## src/rtl/gpio_pinmux_pkg.sv

```systemverilog
package gpio_pinmux_pkg;
  localparam int DW = 8;
  localparam int AW = 2;

  typedef enum logic [AW-1:0] {
    ADDR_IN   = 2'd0,
    ADDR_OUT  = 2'd1,
    ADDR_CTRL = 2'd2,
    ADDR_NONE = 2'd3
  } reg_addr_e;

  typedef enum logic [1:0] {
    P2_PORT  = 2'b00,
    P2_PWM   = 2'b01,
    P2_LATCH = 2'b10,
    P2_RSVD  = 2'b11
  } pin2_sel_e;

  // bits kept in the output register: 7:6 and 2:0
  localparam logic [DW-1:0] OUT_KEEP  = 8'hC7;
  // bits kept in the control register: 5:4 and 0
  localparam logic [DW-1:0] CTRL_KEEP = 8'h31;
  localparam int HC_LO = 6;
  localparam int HC_N  = 2;
endpackage

```

## src/rtl/gpio_in_sync.sv

```systemverilog
module gpio_in_sync #(
  parameter int W      = 8,
  parameter int STAGES = 2
) (
  input  logic         clk,
  input  logic         rst_n,
  input  logic [W-1:0] pins_i,
  output logic [W-1:0] sync_o
);
  logic [W-1:0] stg [STAGES];

  for (genvar s = 0; s < STAGES; s++) begin : g_stage
    if (s == 0) begin : g_first
      always_ff @(posedge clk or negedge rst_n) begin
        if (!rst_n) stg[s] <= '0;
        else        stg[s] <= pins_i;
      end
    end else begin : g_next
      always_ff @(posedge clk or negedge rst_n) begin
        if (!rst_n) stg[s] <= '0;
        else        stg[s] <= stg[s-1];
      end
    end
  end

  assign sync_o = stg[STAGES-1];
endmodule

```

## src/rtl/gpio_regs.sv

```systemverilog
module gpio_regs
  import gpio_pinmux_pkg::*;
(
  input  logic          clk,
  input  logic          rst_n,
  input  logic [AW-1:0] addr_i,
  input  logic          we_i,
  input  logic [DW-1:0] wdata_i,
  output logic [DW-1:0] port_q,
  output logic [DW-1:0] ctrl_q
);
  always_ff @(posedge clk or negedge rst_n) begin
    if (!rst_n) begin
      port_q <= '0;
      ctrl_q <= '0;
    end else if (we_i) begin
      if (addr_i == ADDR_OUT)  port_q <= wdata_i & OUT_KEEP;
      if (addr_i == ADDR_CTRL) ctrl_q <= wdata_i & CTRL_KEEP;
    end
  end

  // unused bits are dropped on write
  a_r5_port_write: assert property (@(posedge clk) disable iff (!rst_n)
    (we_i && addr_i == ADDR_OUT) |=> (port_q == ($past(wdata_i) & OUT_KEEP)));
endmodule

```

## src/rtl/gpio_pin_mux.sv

```systemverilog
module gpio_pin_mux
  import gpio_pinmux_pkg::*;
(
  input  logic          clk,
  input  logic          rst_n,
  input  logic [DW-1:0] port_q,
  input  logic [DW-1:0] ctrl_q,
  input  logic          clk_out_en_i,
  input  logic          cpu_clk_i,
  input  logic          pwm1_i,
  input  logic          pwm2_i,
  input  logic          latch_i,
  output logic          pin0_o,
  output logic          pin1_o,
  output logic          pin2_o,
  output logic [HC_N-1:0] hc_n_o
);
  pin2_sel_e sel2;
  assign sel2 = pin2_sel_e'(ctrl_q[5:4]);

  assign pin0_o = clk_out_en_i ? cpu_clk_i : port_q[0];
  assign pin1_o = ctrl_q[0] ? pwm1_i : port_q[1];

  always_comb begin
    unique case (sel2)
      P2_PWM:   pin2_o = pwm2_i;
      P2_LATCH: pin2_o = latch_i;
      default:  pin2_o = port_q[2];
    endcase
  end

  for (genvar i = 0; i < HC_N; i++) begin : g_hc
    assign hc_n_o[i] = ~port_q[HC_LO+i];
  end

  // selecting PWM 1 puts it on the pin in the same cycle
  a_r8_pwm1_select: assert property (@(posedge clk) disable iff (!rst_n)
    $rose(ctrl_q[0]) |-> (pin1_o == pwm1_i));
endmodule

```

## src/rtl/gpio_pinmux_top.sv

```systemverilog
module gpio_pinmux_top
  import gpio_pinmux_pkg::*;
(
  input  logic          clk,
  input  logic          rst_n,
  input  logic [1:0]    bus_addr_i,
  input  logic          bus_we_i,
  input  logic [7:0]    bus_wdata_i,
  output logic [7:0]    bus_rdata_o,
  input  logic          pwr_det_i,
  input  logic          svc_mode_i,
  input  logic [2:0]    gp_in_i,
  input  logic [1:0]    irq_in_i,
  input  logic          clk_out_en_i,
  input  logic          cpu_clk_i,
  input  logic          pwm1_i,
  input  logic          pwm2_i,
  input  logic          latch_i,
  output logic          mux_pin0_o,
  output logic          mux_pin1_o,
  output logic          mux_pin2_o,
  output logic [1:0]    hc_pin_n_o
);
  localparam int SYNC_STAGES = 2;

  logic [DW-1:0] raw_in, sync_in, port_q, ctrl_q;

  assign raw_in = {pwr_det_i, svc_mode_i, 1'b0, gp_in_i, irq_in_i};

  gpio_in_sync #(.W(DW), .STAGES(SYNC_STAGES)) u_sync (
    .clk(clk), .rst_n(rst_n), .pins_i(raw_in), .sync_o(sync_in)
  );

  gpio_regs u_regs (
    .clk(clk), .rst_n(rst_n), .addr_i(bus_addr_i), .we_i(bus_we_i),
    .wdata_i(bus_wdata_i), .port_q(port_q), .ctrl_q(ctrl_q)
  );

  gpio_pin_mux u_mux (
    .clk(clk), .rst_n(rst_n), .port_q(port_q), .ctrl_q(ctrl_q),
    .clk_out_en_i(clk_out_en_i), .cpu_clk_i(cpu_clk_i),
    .pwm1_i(pwm1_i), .pwm2_i(pwm2_i), .latch_i(latch_i),
    .pin0_o(mux_pin0_o), .pin1_o(mux_pin1_o), .pin2_o(mux_pin2_o),
    .hc_n_o(hc_pin_n_o)
  );

  always_comb begin
    unique case (reg_addr_e'(bus_addr_i))
      ADDR_IN:   bus_rdata_o = sync_in;
      ADDR_OUT:  bus_rdata_o = port_q;
      ADDR_CTRL: bus_rdata_o = ctrl_q;
      default:   bus_rdata_o = '0;
    endcase
  end

  // reserved input bit never reads as 1
  a_r2_rsvd_bit_zero: assert property (@(posedge clk) disable iff (!rst_n)
    (bus_addr_i == ADDR_IN) |-> (bus_rdata_o[5] == 1'b0));

  // writing 1 to bit 7 pulls its pin low next cycle
  a_r6_hc_low: assert property (@(posedge clk) disable iff (!rst_n)
    (bus_we_i && bus_addr_i == ADDR_OUT && bus_wdata_i[7]) |=> !hc_pin_n_o[1]);

  // invalid select code falls back to the port bit
  a_r9_rsvd_fallback: assert property (@(posedge clk) disable iff (!rst_n)
    (bus_we_i && bus_addr_i == ADDR_CTRL && bus_wdata_i[5:4] == 2'b11)
      |=> (mux_pin2_o == port_q[2]));
endmodule

```

## config.mk

```make
export PLATFORM = sky130hd
export DESIGN_NAME = gpio_pinmux_top
export DESIGN_NICKNAME = d
export VERILOG_FILES = /design/src/rtl/gpio_pinmux_pkg.sv /design/src/rtl/gpio_in_sync.sv /design/src/rtl/gpio_regs.sv /design/src/rtl/gpio_pin_mux.sv /design/src/rtl/gpio_pinmux_top.sv
export SDC_FILE = /design/constraint.sdc
export NUM_CORES = 1
export LEC_CHECK = 0
export BUFFER_PORTS_ARGS = -buffer_cell sky130_fd_sc_hd__buf_2
export CAP_MARGIN = 10
export CORE_MARGIN = 5
export CORE_UTILIZATION = 49
export CTS_CLUSTER_DIAMETER = 50
export DETAILED_ROUTE_END_ITERATION = 7
export PLACE_DENSITY_LB_ADDON = 0.15
export SYNTH_ARGS = -nofsm -noshare
export SYNTH_HDL_FRONTEND = slang
export SYNTH_SLANG_ARGS = --single-unit
```

## constraint.sdc

```tcl
create_clock -name clk -period 2.7 [get_ports clk]
set_input_delay 0.675 -clock clk [delete_from_list [all_inputs] [get_ports clk]]
set_output_delay 0.675 -clock clk [all_outputs]
set_load 0.02 [all_outputs]
```

==> results of run 1 <==
==> through the flow <==
step | hold WS [ps] | instances | worst slack, ps | instance area, µm² | util, %
2_1_floorplan | 331 | 60 | 609 | 895 | -
3_3_place_gp | 332 | 119 | 658 | 1090 | 63.0
3_5_place_dp | 335 | 119 | 644 | 1090 | 63.0
4_1_cts | 323 | 123 | 628 | 1120 | 65.1
5_1_grt | 330 | 123 | 562 | 1120 | 65.1
6_report | 310 | 123 | 636 | 1120 | 65.1
==> placed cells by master, fill, tap and decap left out, drive strengths merged <==
master,instances
a22oi,1
buf,36
clkbuf,4
dfrtp,22
ha,2
inv,4
mux2,10
mux2i,6
nand2,1
nand3b,3
nor2,5
nor3b,2
o21ai,2
==> worst max path at each step <==
stage,start,endpoint,slack [ps],depth (start not counted)
2_1_floorplan,bus_addr_i[1],bus_rdata_o[0],610,3
3_3_place_gp,bus_addr_i[1],bus_rdata_o[0],660,4
3_5_place_dp,bus_addr_i[0],bus_rdata_o[6],640,4
4_1_cts,u_regs.ctrl_q[4],mux_pin2_o,630,4
5_1_grt,bus_addr_i[0],bus_rdata_o[6],560,4
6_report,u_regs.ctrl_q[4],mux_pin2_o,640,4
==> kinds of logic (layout without fill, tap and decap cells) <==
| logic type | after synthesis | in the layout | share of synthesized area (%) |
|---|---|---|---|
| flip-flops | 22 | 22 | 61.5 |
| multiplexers | 16 | 16 | 21.4 |
| AND/OR/NAND/NOR | 11 | 11 | 8.53 |
| buffers and inverters | 6 | 44 | 3.78 |
| AO/OA/AOI/OAI | 3 | 3 | 1.96 |
| adder cells (fa/ha/maj) | 2 | 2 | 2.80 |
==> layer usage <==
layer,track usage [%],up-vias,share of wire (%),wire (µm)
li1,-,277,-,-
met1,15.4,279,40,617
met2,20.0,19,50,759
met3,3.70,2,8.6,132
met4,3.83,0,1.1,17
met5,0,-,0,0
==> registers in the layout (all words and copies together), names as in the netlist <==
name	flops
u_regs.port_q	5
u_sync.sync_o	7
u_regs.ctrl_q	3
u_sync.stg	7
==> cell usage after synthesis <==
cell and count:
sky130_fd_sc_hd__inv_1 4, sky130_fd_sc_hd__o21ai_0 2, sky130_fd_sc_hd__mux2_2 5, sky130_fd_sc_hd__buf_6 1, sky130_fd_sc_hd__nand3b_2 1, sky130_fd_sc_hd__nor2_1 5
sky130_fd_sc_hd__mux2i_1 6, sky130_fd_sc_hd__ha_1 2, sky130_fd_sc_hd__nand3b_4 1, sky130_fd_sc_hd__nand3b_1 1, sky130_fd_sc_hd__mux2_4 5, sky130_fd_sc_hd__nor3b_1 2
sky130_fd_sc_hd__buf_4 1, sky130_fd_sc_hd__a22oi_1 1, sky130_fd_sc_hd__nand2_1 1, sky130_fd_sc_hd__dfrtp_1 22
==> worst max-delay path: stages (launching register included) <==
cell and delay, ps:
sky130_fd_sc_hd__dfrtp_1 410, sky130_fd_sc_hd__inv_1 60, sky130_fd_sc_hd__ha_1 300, sky130_fd_sc_hd__o21ai_0 150, sky130_fd_sc_hd__buf_2 180
==> power breakdown <==
group | total [W] | leakage [nW] | switching, W | internal [W]
combinational | 0.000167 | 0.330 | 0.0000865 | 0.0000805
sequential | 0.000383 | 0.258 | 0.0000210 | 0.000363
clock | 0.000173 | 0.0210 | 0.0000908 | 0.0000821
==> cell type report <==
| cell class | instances | area, µm² |
|---|---|---|
| fill | 148 | 603 |
| sequential | 22 | 551 |
| multi-input combinational | 32 | 310 |
| timing repair buffer | 36 | 180 |
| clock buffer | 4 | 36.3 |
| tap | 25 | 31.3 |
| inverter | 4 | 15.0 |
==> impl_results.md, run 1 <==
- Final critical delay including setup and external delays: roughly 2100 ps
- Die Outline Area: 2780 µm²
- Maximum number of buffers from clock root to sink: 2
- Pins Over Slew Limit: 0
- Final setup violation count: 0
- Post-Syn Area per Cell: around 15 µm²
- Fmax: 484 MHz
- Row cnt: 15
- Status: completed
- Hold bufs inserted after CTS: 0
- Vias per std cell: 4.69
- Share of the synthesized area in the top cell type: approximately 60%
- Final total power: 0.000723 W
- Register-to-register setup slack: 1900 ps
- Worst r2r src: u_regs.ctrl_q[4]
- I/O pin count: 38
- Clock tree root buffer cell: sky130_fd_sc_hd__clkbuf_4
- Max Fanout on Critical Path: 4
- Final global-route overflow total: 0
- Die span in y: ~53 µm
- PortBufs: 36
- Dominant cell type by area after synthesis: sky130_fd_sc_hd__dfrtp_1
- Flop and latch count out of synthesis: 22
- Syn Nets: 87
- Total number of vias: 577
- Weighted congestion at the end of routability-driven global placement: 0.741
- Detailed-route wire length: 1530 µm
- Length of the first detailed-routing pass in iterations: 3
- Ratio of cells with drive above 1 in the final layout: 53.1%
- Final clock period utilization by the worst path: 76.5%
- Antenna diode count: 0
- Hold Vio Cnt, Final: 0
- Worst relative slew slack: ~69%
- DRC violation count after routing: 0
- Antenna violation net count after detailed routing: 0
- Cell area after technology mapping: approximately 900 µm²
- Number of global-route vias before repair: 533
- Critical Path Source Type: flop
- CTS sink count: 22
- Largest cells by area after synthesis: sky130_fd_sc_hd__dfrtp_1 (62%), sky130_fd_sc_hd__mux2_4 (8.4%), sky130_fd_sc_hd__mux2i_1 (6.7%)
- Clock latency of the later-clocked register in the worst-skew pair: 290 ps
- Post-CTS setup repair buffer count: 0
- Number of buffers created by CTS: 3
- Number of max-cap violations: 0
- Crit path required time: 2030 ps
- Critical register-to-register path endpoint: u_regs.ctrl_q[4]
- Leakage: roughly 0.6 nW
- Maximum number of pins on one net before global-route repair: 23
- 1st-iter DRT viols: 7
- Number of warning messages in the yosys log: 0
- Setup repair after global routing missed its margin: false
- Number of antenna violations at the first check in global routing: 0
- Power density relative to cell area: 644 nW/µm²
- Maximum resistive drop on vdd: approximately 0.00047 V
- Sequential share of the synthesized area: 61.5%
- Count of cells along the worst register-to-register path: 1
- TritonCTS clock tree: done
- Category of the critical setup timing path: reg -> out
- Average routed wire per standard cell: 12.4 µm
- Syn Inst Count: 60
- Signal arrival time at the worst endpoint: 1390 ps
- Setup TNS: 0 ps
- Die X: 52.7 µm
- Detailed-placement wirelength estimate: 1180 µm
- Initial core utilization: between 50% and 60%
- Overall track demand over capacity in global routing: 12.2%
- Total of cells resized after clock tree synthesis: 0
- Clock Skews: 0.175 ps
- Crit end category: output pin
- Actual slew at the worst max-slew pin: 467 ps
- Clk pin slew, worst setup/hold paths: 120 ps
- Count of different cell masters after synthesis: 16
- # nets final: approximately 130
- Class of the tightest hold or removal check: in -> async
- Area growth, synth to finish: 25.6%
- Wire length of the first global-routing pass: about 2400 µm
- Number of levels the H-tree was split into: 1
- Floorplan core area: 1730 µm²
No activity file was read; power rests on OpenSTA's default activity.
==> run 2, diff against run 1 <==
- CORE_UTILIZATION: 49 -> 45
- clock period: 2.7 -> 2 ns (I/O delays scaled with it)
==> run 2 against run 1 <==
Effect of this change:
- combinational power grew 35%
- final area up 1.7%
- via count increased by 0.87%
- core utilization decreased by 5.6 points
- count of clock-buffer cells in the layout fell by 1
- sequential share of layout area fell by 0.81 points
- first-iteration DRC count shrank 29%
- clock power rose by 91%
- die area increased by 7.2%
==> impl_results.md, run 2 (synthesized netlist as in run 1, its figures left out) <==
- Overall track demand over capacity in global routing: 12.4% (was 12.2%)
- Antenna violation net count after detailed routing: 0 (unchanged)
- Worst hold-check slack: 135 ps (was 310 ps)
- Final global-route overflow total: 0 (unchanged)
- Setup TNS: 0 ps (unchanged)
- Antenna diode count: 0 (unchanged)
- I/O pin count: 38 (unchanged)
- Total internal power: 0.000800 W (was 0.000525 W)
- Maximum resistive drop on vdd: 0.000714 V (was 0.000472 V)
- Clk pin slew, worst setup/hold paths: 120 ps (about the same)
- Vias per std cell: 4.66 (was 4.69)
- Category of the critical setup timing path: reg -> out (unchanged)
- Total placed instance area: 1090 µm² (about the same)
- DRC violation count after routing: 0 (unchanged)
- Power density relative to cell area: 940 nW/µm² (was 644 nW/µm²)
- Clock group share of total power: 30.7% (was 23.9%)
- 1st-iter DRT viols: 5 (was 7)
- Number of antenna violations at the first check in global routing: 0 (unchanged)
- Initial core utilization: 46.5% (was 51.8%)
- Signal arrival time at the worst endpoint: 1420 ps (was 1390 ps)
- Detailed-route wire length: 1590 µm (was 1530 µm)
- Final clock period utilization by the worst path: between 90% and 100%
- Maximum number of buffers from clock root to sink: 2 (unchanged)
- PortBufs: 36 (unchanged)
- Most common cell after layout, fill and taps aside: sky130_fd_sc_hd__buf_2 (unchanged)
- Average routed wire per standard cell: 12.7 µm (was 12.4 µm)
- Number of levels the H-tree was split into: 1 (unchanged)
- Critical register-to-register path endpoint: u_regs.ctrl_q[4] (unchanged)
- Status: completed (unchanged)
- Post-route standard cell area excluding fillers: 1140 µm² (was 1120 µm²)
- Commonest non-fill, non-tap cells in the layout: sky130_fd_sc_hd__buf_2 (36), sky130_fd_sc_hd__dfrtp_1 (22), sky130_fd_sc_hd__mux2i_1 (6) (unchanged)
- Hold bufs inserted after CTS: 0 (unchanged)
- Crit path required time: 1500 ps (was 2030 ps)
- Row cnt: 16 (was 15)
- Final setup violation count: 0 (unchanged)
- Hold Vio Cnt, Final: 0 (unchanged)
- Class of the tightest hold or removal check: in -> async (unchanged)
- Fmax: roughly 520 MHz
- Crit end category: output pin (unchanged)
- Final critical delay including setup and external delays: approximately 1900 ps
- Post-CTS setup repair buffer count: 0 (unchanged)
- Length of the first detailed-routing pass in iterations: 3 (unchanged)
- Die Outline Area: 2980 µm² (was 2780 µm²)
- Worst relative slew slack: 68.6% (was 68.9%)
- Comb power frac: 20.9% (was 23.1%)
- Clock latency of the later-clocked register in the worst-skew pair: 300 ps (was 290 ps)
- Leakage: 0.616 nW (was 0.609 nW)
- Worst r2r src: u_regs.ctrl_q[4] (unchanged)
- Die span in y: 54.6 µm (was 52.7 µm)
- Number of buffers created by CTS: 3 (unchanged)
- Max Fanout on Critical Path: 4 (unchanged)
- Die X: 54.6 µm (was 52.7 µm)
- Detailed-placement wirelength estimate: 1220 µm (was 1180 µm)
- Setup repair after global routing missed its margin: false (unchanged)
- Net switching power of the design: 0.000273 W (was 0.000198 W)
- Number of global-route vias before repair: 580 (was 533)
- Count of cells along the worst register-to-register path: 1 (unchanged)
- Sequential share of power: 48.3% (was 53.0%)
- Register-to-register setup slack: 1200 ps (was 1900 ps)
- Number of max-cap violations: 0 (unchanged)
- Area growth, synth to finish: 27.7% (was 25.6%)
- TritonCTS clock tree: done (unchanged)
- Ratio of cells with drive above 1 in the final layout: 53.1% (unchanged)
- Critical Path Source Type: flop (unchanged)
- Pins Over Slew Limit: 0 (unchanged)
- Number of fill cells in the layout: 180 (was 148)
- # nets final: 126 (unchanged)
- Total number of vias: 582 (was 577)
- Maximum number of pins on one net before global-route repair: 23 (unchanged)
- CTS sink count: 22 (unchanged)
- Actual slew at the worst max-slew pin: 470 ps (was 467 ps)
- Net Sw Frac: 25.4% (was 27.4%)
- Wire length of the first global-routing pass: 2590 µm (was 2400 µm)
- Clock tree root buffer cell: sky130_fd_sc_hd__clkbuf_4 (unchanged)
- Total of cells resized after clock tree synthesis: 0 (unchanged)
- Weighted congestion at the end of routability-driven global placement: 0.609 (was 0.741)
- Floorplan core area: 1920 µm² (was 1730 µm²)
- Clock Skews: 8.90 ps (was 0.175 ps)
## run 2: through the flow
step	std cells	worst slack, ps	total power, W	utilization, %
floorplan	60	259	0.000674	-
global placement	121	309	0.000749	56.7
detailed placement	121	299	0.000757	56.7
CTS	125	64.4	0.00109	59.4
global route	125	7.49	0.00114	59.4
finish	125	83.2	0.00107	59.4
## run 2: worst max path at each step
stage,startpoint,end,slack (ps),depth (start not counted)
2_1_floorplan,bus_addr_i[1],bus_rdata_o[0],260,3
3_3_place_gp,bus_addr_i[0],bus_rdata_o[2],310,4
3_5_place_dp,bus_addr_i[0],bus_rdata_o[2],300,4
4_1_cts,u_regs.ctrl_q[4],mux_pin2_o,60,4
5_1_grt,u_regs.ctrl_q[4],mux_pin2_o,7,4
6_report,u_regs.ctrl_q[4],mux_pin2_o,80,4
## run 2: layer usage
layer  up-vias  routed length, µm  global-route usage [%]
met1       279                591                    14.6
li1        279                  -                       -
met4         0                 19                    4.98
met2        22                807                    21.1
met5         -                  0                       0
met3         2                167                    3.54
## run 2: worst max-delay path: stages (launching register included)
cell,delay (ps)
sky130_fd_sc_hd__dfrtp_1,410
sky130_fd_sc_hd__inv_1,60
sky130_fd_sc_hd__ha_1,300
sky130_fd_sc_hd__o21ai_0,170
sky130_fd_sc_hd__buf_2,190
## run 2: area by class of cell
type	instances	area, µm²	share of cell area (%)
Sequential cell	22	551	48.2
Clock buffer	3	22.5	1.97
Timing Repair Buffer	36	180	15.8
Multi-Input combinational cell	32	310	27.2
Clock inverter	1	30.0	2.63
Tap cell	27	33.8	2.96
Inverter	4	15.0	1.31
## run 2: power by group through the flow
stage / clock (W) / sequential, W / combinational, W
after CTS: 0.000338 / 0.000520 / 0.000229
after floorplan: 0 / 0.000519 / 0.000155
final: 0.000330 / 0.000519 / 0.000225
after global routing: 0.000362 / 0.000526 / 0.000249
after global placement: 0 / 0.000526 / 0.000223
after detailed placement: 0 / 0.000529 / 0.000229
